`config.mk`:
```
export PLATFORM = sky130hd
export DESIGN_NAME = sem_cell
export DESIGN_NICKNAME = d
export VERILOG_FILES = /design/src/rtl/sem_cell.sv
export SDC_FILE = /design/constraint.sdc
export NUM_CORES = 1
export LEC_CHECK = 0
export BUFFER_PORTS_ARGS = -buffer_cell sky130_fd_sc_hd__clkbuf_2
export CORE_ASPECT_RATIO = 0.9
export CORE_MARGIN = 3
export CORE_UTILIZATION = 57
export CTS_CLUSTER_SIZE = 14
export DETAILED_ROUTE_END_ITERATION = 7
export PLACE_DENSITY = 0.79
export SYNTH_ARGS = -nofsm -noshare
export SYNTH_HDL_FRONTEND = slang
export SYNTH_SLANG_ARGS = --single-unit
export TNS_END_PERCENT = 5
```
`constraint.sdc`:
```
create_clock -name clk -period 3.5 [get_ports clk]
set_input_delay 0.175 -clock clk [delete_from_list [all_inputs] [get_ports clk]]
set_output_delay 0.175 -clock clk [all_outputs]
set_load 0.01 [all_outputs]
```
`src/rtl/sem_cell.sv`:
```
module sem_cell #(
  parameter int NREQ = 8,
  parameter int CW   = 16,
  parameter int IDW  = (NREQ > 1) ? $clog2(NREQ) : 1
) (
  input  logic            clk,
  input  logic            rst_n,
  input  logic            acc_rd,
  input  logic            acc_wr,
  input  logic [1:0]      acc_view,
  input  logic [IDW-1:0]  acc_id,
  output logic            acc_ready,
  output logic [CW-1:0]   rsp_data,
  output logic            rsp_valid,
  output logic [NREQ-1:0] blocked,
  output logic [NREQ-1:0] wake
);
  localparam logic [1:0]    V_RAW   = 2'd0;
  localparam logic [1:0]    V_BLOCK = 2'd1;
  localparam logic [1:0]    V_TRY   = 2'd2;
  localparam logic [CW-1:0] MAXV    = '1;

  logic [CW-1:0] count;

  wire is_sem = (acc_view == V_BLOCK) || (acc_view == V_TRY);
  wire empty  = (count == '0);
  wire stall  = acc_rd && (acc_view == V_BLOCK) && empty;
  wire take   = acc_rd && is_sem && !stall;
  wire give   = acc_wr && !acc_rd && is_sem;

  assign acc_ready = !stall;

  always_ff @(posedge clk) begin
    if (!rst_n) begin
      count     <= '0;
      blocked   <= '0;
      wake      <= '0;
      rsp_valid <= 1'b0;
      rsp_data  <= '0;
    end else begin
      rsp_valid <= acc_rd && !stall;
      if (acc_rd)
        rsp_data <= (is_sem || acc_view == V_RAW) ? count : '0;
      if (take && !empty)
        count <= count - 1'b1;
      else if (give && count != MAXV)
        count <= count + 1'b1;
      wake <= give ? blocked : '0;
      if (stall)
        blocked <= blocked | (NREQ'(1) << acc_id);
      else if (give)
        blocked <= '0;
    end
  end

  assert_rsp_R2: assert property (@(posedge clk) disable iff (!rst_n)
    (acc_rd && !stall) |=> rsp_valid);

  assert_dec_R3: assert property (@(posedge clk) disable iff (!rst_n)
    (take && !empty) |=> count == $past(count) - 1'b1);

  assert_stall_R4: assert property (@(posedge clk) disable iff (!rst_n)
    stall |=> (blocked[$past(acc_id)] && $stable(count) && !rsp_valid));

  assert_no_wrap_R6: assert property (@(posedge clk) disable iff (!rst_n)
    (give && count == MAXV) |=> count == MAXV);

  assert_release_R7: assert property (@(posedge clk) disable iff (!rst_n)
    give |=> (blocked == '0 && wake == $past(blocked)));

  assert_wake_pulse_R7: assert property (@(posedge clk) disable iff (!rst_n)
    !give |=> wake == '0);
endmodule

```
==> results by stage <==
Status:
- The flow ran to the end, and the final reports show no timing, DRC or antenna violations.

Cells and area:
- Relative to the synthesized area, the layout overhead comes to 15.2%.
- The proportion of layout cells with a drive suffix above 1 is 0.199.
- The flip-flop and latch area is 981 sq um.
- The multi-input gate area in the final layout is 1630 sq um.
- The final layout net count is 401.
- The total of fill cells in the finished design is 387.
- The final cell count without fillers is 438.
- The antenna diode count is 0.
- The share of the core filled with cells in the final layout is 0.696.

Place:
- The count of buffers added on input and output ports is 42.
- The detailed placement HPWL is 4.97 mm.
- Routability-driven placement finished with a final weighted congestion of 0.914.
- The post-placement cell count is 429.

Logic synthesis:
- The cell count after synthesis is 330.
- The fraction of registers with async set or reset after synthesis is 0.
- For this run, the leading register cell type out of synthesis is sky130_fd_sc_hd__dfxtp_1.
- In this run, synthesis produced a sequential element count of 49.
- The number of warnings issued by yosys is 0.
- The total nets after synthesis is 356.
- The number of different library cells used by synthesis comes to 50.
- For this run, the register share of the synthesized area comes to 0.355.
- The cell area after synthesis is 2770 sq um.
- The number of enable flip-flop cells after synthesis is 0.
- A synthesized cell averages 8.38 sq um.

Detailed routing:
- The highest metal layer with signal wires is met4.
- In the final routing, the length of wire on met1 measures 3.14 mm.
- The remaining number of nets flagged by the antenna check after routing is 0.
- The violation count after the first detailed-routing iteration is 197.
- Dividing the detail-routed wire length by the instance count gives 15.3 um.
- The number of vias after detailed routing is 2,549.
- The wire length on met3 is 474 um.
- The via count normalized by instance count is 5.82.
- In the detailed route, the total length drawn on met2 is 2.99 mm.
- The number of remaining DRC errors is 0.
- The overall routed net length is 6.70 mm.
- The count of TritonRoute iterations in the first routing pass is 5.

GRT:
- The initial antenna violation count came to 0.
- The via count of the first global-routing pass is 2,232.
- The aggregate global-route resource usage is 0.239.
- The largest net degree at the start of global routing is 57.
- The first-pass GRT wire length is 10.9 mm.
- The overflow left after global routing is 0.

Worst setup path:
- The top cell family by delay on the critical path is compound AO/OA/AOI/OAI gates.
- The depth of the worst register-to-register path is 9.
- For the worst setup path, the data required time is 3660 ps.
- The setup slack on the worst flop-to-flop path is 140 ps.
- In this design, the stage delay of the slowest critical-path cell is 570 ps.
- The critical path's slowest cell is sky130_fd_sc_hd__or4_4.
- In this run the critical register-to-register path is captured at count[9]$_SDFFE_PN0P_.
- The number of buffers and inverters on the critical path is 1.
- STA classifies the critical path startpoint as a flip-flop.
- By startpoint and endpoint, the worst setup path is classified as flip-flop to flip-flop.
- Along the worst path, the maximum fanout reaches 15.
- The arrival time of the worst setup path is 3520 ps.
- Traced cell by cell, the critical path runs through or4_4, o41ai_4, inv_4, ha_1, a211oi_2, o211ai_1, and3_1, a311oi_1, o22ai_1.
- The kind of end point of the critical path is a flip-flop.
- The startpoint identified for the worst register-to-register timing path is count[5]$_SDFFE_PN0P_.

Min path:
- The type of the most critical hold path is input pin to flip-flop.
- The worst hold path was traced through 3 stages.
- For hold timing, the worst endpoint is blocked[7]$_SDFFE_PN0P_.
- The worst hold path startpoint is acc_id[0].

Floorplanning:
- The die covers 5720 sq um.
- The core region is 4580 sq um.
- The starting density of the core is 0.604.
- Measured along the x axis, the die boundary spans 79.4 um.
- The floorplan has 23 rows.
- The top-level I/O count is 43.
- From bottom edge to top edge, the die measures 72.1 um.

STA:
- Between clock sinks in the finished design, the worst skew comes to 11.1 ps.
- The count of pins over their slew limit is 0.
- In the finished design, the share of the clock period the worst path needs comes to 0.961.
- Based on the critical path, the design can be clocked at up to 297 MHz.
- Setup violations remaining at the end of the flow were counted as 0.
- The tightest hold path in the finished design has a slack of 242 ps.
- After routing, the total negative slack on setup checks comes to 0 ps.
- Measured against its own limit, the worst slew margin works out to 0.404.
- The count of final hold-check violations is 0.
- For the pin with the worst max-slew slack, the measured transition is 894 ps.
- The worst path needs 3360 ps of the cycle, external delays included.

Clock tree:
- The number of buffers created by CTS is 5.
- The root buffer cell is sky130_fd_sc_hd__clkbuf_8.
- The clock drives 49 sinks.
- CTS built an H-tree with a depth of 2.
- The maximum number of buffers from clock root to sink is 2.
- The number of hold buffers added after CTS is 0.
- TritonCTS built the clock tree.
- The CTS clock-pin slew for the worst setup and hold paths is 100 ps.
- The insertion delay of the later-clocked pin in the worst-skew pair is 310 ps.

Power and ir drop:
- In this run the power density over the cells is 557 nW/um^2.
- The static power due to leakage is 1.36 nW.
- VDD sags by at most 0.360 mV.
- The overall power is 0.00177 W.

Flow run:
- The max capacitance violation total is 0.
## cells by family after synthesis
logic type                 after synthesis  share of synthesized area
AOI/OAI and AO/OA                       95                      0.241
xor gates and xnor gates                 9                     0.0285
adders and majority gates               17                     0.0796
buffers and inverters                   42                     0.0584
DFF                                     49                      0.355
and+or+nand+nor                        118                      0.238
## power breakdown
| part | internal (W) | switching [W] | leakage, nW |
|---|---|---|---|
| clock network | 0.000142 | 0.000201 | 0.0445 |
| logic | 0.000320 | 0.000443 | 0.919 |
| registers | 0.000615 | 0.0000528 | 0.397 |
| total | 0.00108 | 0.000696 | 1.36 |
## worst max path at each step
stage                                startpoint                      to  cells after the start
after floorplan           count[2]$_SDFFE_PN0P_  count[12]$_SDFFE_PN0P_                      9
after global placement    count[2]$_SDFFE_PN0P_   count[9]$_SDFFE_PN0P_                      9
after detailed placement  count[2]$_SDFFE_PN0P_   count[9]$_SDFFE_PN0P_                      9
after CTS                 count[2]$_SDFFE_PN0P_   count[9]$_SDFFE_PN0P_                      9
after global routing      count[5]$_SDFFE_PN0P_   count[9]$_SDFFE_PN0P_                      9
final                     count[5]$_SDFFE_PN0P_   count[9]$_SDFFE_PN0P_                      9
## routing by layer
| metal | vias to the layer above | track usage |
|---|---|---|
| li1 | 1275 | - |
| met1 | 1179 | 0.353 |
| met2 | 88 | 0.361 |
| met3 | 7 | 0.0372 |
| met4 | 0 | 0.0706 |
| met5 | - | 0 |
## cells in the final DEF (no fill, tap or decap), types with 4 or more instances in the layout
cell,Yosys,routed
sky130_fd_sc_hd__a21boi_1,5,5
sky130_fd_sc_hd__a21o_1,4,4
sky130_fd_sc_hd__a21oi_1,15,15
sky130_fd_sc_hd__a22oi_1,6,6
sky130_fd_sc_hd__a31oi_1,4,4
sky130_fd_sc_hd__and2_1,21,21
sky130_fd_sc_hd__and3_1,12,12
sky130_fd_sc_hd__buf_4,0,13
sky130_fd_sc_hd__clkbuf_2,0,42
sky130_fd_sc_hd__clkbuf_8,0,5
sky130_fd_sc_hd__dfxtp_1,49,49
sky130_fd_sc_hd__ha_1,16,16
sky130_fd_sc_hd__inv_1,24,24
sky130_fd_sc_hd__nand2_1,44,44
sky130_fd_sc_hd__nand4_1,6,6
sky130_fd_sc_hd__nor2_1,4,4
sky130_fd_sc_hd__nor2b_1,12,12
sky130_fd_sc_hd__o211ai_1,8,8
sky130_fd_sc_hd__o21ai_0,9,9
sky130_fd_sc_hd__o22ai_1,19,19
sky130_fd_sc_hd__xnor2_1,6,6
## synthesized netlist by cell type (3+ instances only)
master	instances	area [sq um]
sky130_fd_sc_hd__nand4_1	6	37.5
sky130_fd_sc_hd__clkbuf_1	14	52.6
sky130_fd_sc_hd__a31oi_1	4	25.0
sky130_fd_sc_hd__o22ai_1	19	119
sky130_fd_sc_hd__buf_2	3	15.0
sky130_fd_sc_hd__and2_1	21	131
sky130_fd_sc_hd__or4_1	3	22.5
sky130_fd_sc_hd__o21ai_0	9	45.0
sky130_fd_sc_hd__or4_4	3	33.8
sky130_fd_sc_hd__xor2_1	3	26.3
sky130_fd_sc_hd__dfxtp_1	49	981
sky130_fd_sc_hd__o21a_1	3	22.5
sky130_fd_sc_hd__o211ai_1	8	60.1
sky130_fd_sc_hd__inv_1	24	90.1
sky130_fd_sc_hd__a21oi_1	15	75.1
sky130_fd_sc_hd__a22oi_1	6	45.0
sky130_fd_sc_hd__ha_1	16	200
sky130_fd_sc_hd__a21o_1	4	30.0
sky130_fd_sc_hd__a21boi_1	5	37.5
sky130_fd_sc_hd__and3_1	12	75.1
sky130_fd_sc_hd__a211oi_1	5	37.5
sky130_fd_sc_hd__xnor2_1	6	52.6
sky130_fd_sc_hd__nand2_1	44	165
sky130_fd_sc_hd__nor2_1	4	15.0
sky130_fd_sc_hd__nor2b_1	12	75.1
## tightest hold or removal path, stage by stage
cell and delay (ps):
sky130_fd_sc_hd__clkbuf_2 120, sky130_fd_sc_hd__a32oi_1 100, sky130_fd_sc_hd__nor2b_1 120
## state kept, by name, indices dropped and copies added, names as in the netlist
| signal | count |
|---|---|
| count | 16 |
| rsp_data | 16 |
| rsp_valid | 1 |
| blocked | 8 |
| wake | 8 |
## timing repair
action	CTS	global route
endpoints found under the setup margin	1	2
setup buffers	0	1
pin swaps	0	2
cloned	0	0
resized for setup	1	2
## area by class of cell
| class | instances | share of cell area |
|---|---|---|
| Multi-Input combinational cell | 239 | 0.513 |
| Sequential cell | 49 | 0.308 |
| Timing Repair Buffer | 55 | 0.0966 |
| Inverter | 25 | 0.0302 |
| Tap cell | 62 | 0.0244 |
| Clock buffer | 5 | 0.0216 |
| Clock inverter | 3 | 0.00668 |
## stage by stage
step | instance area (sq um) | worst slack, ps
floorplan | 2770 | 336
global placement | 3080 | 228
detailed placement | 3080 | 106
CTS | 3170 | 120
global route | 3190 | -34.0
finish | 3190 | 138
Note: power is estimated with default switching activity, not from simulation.
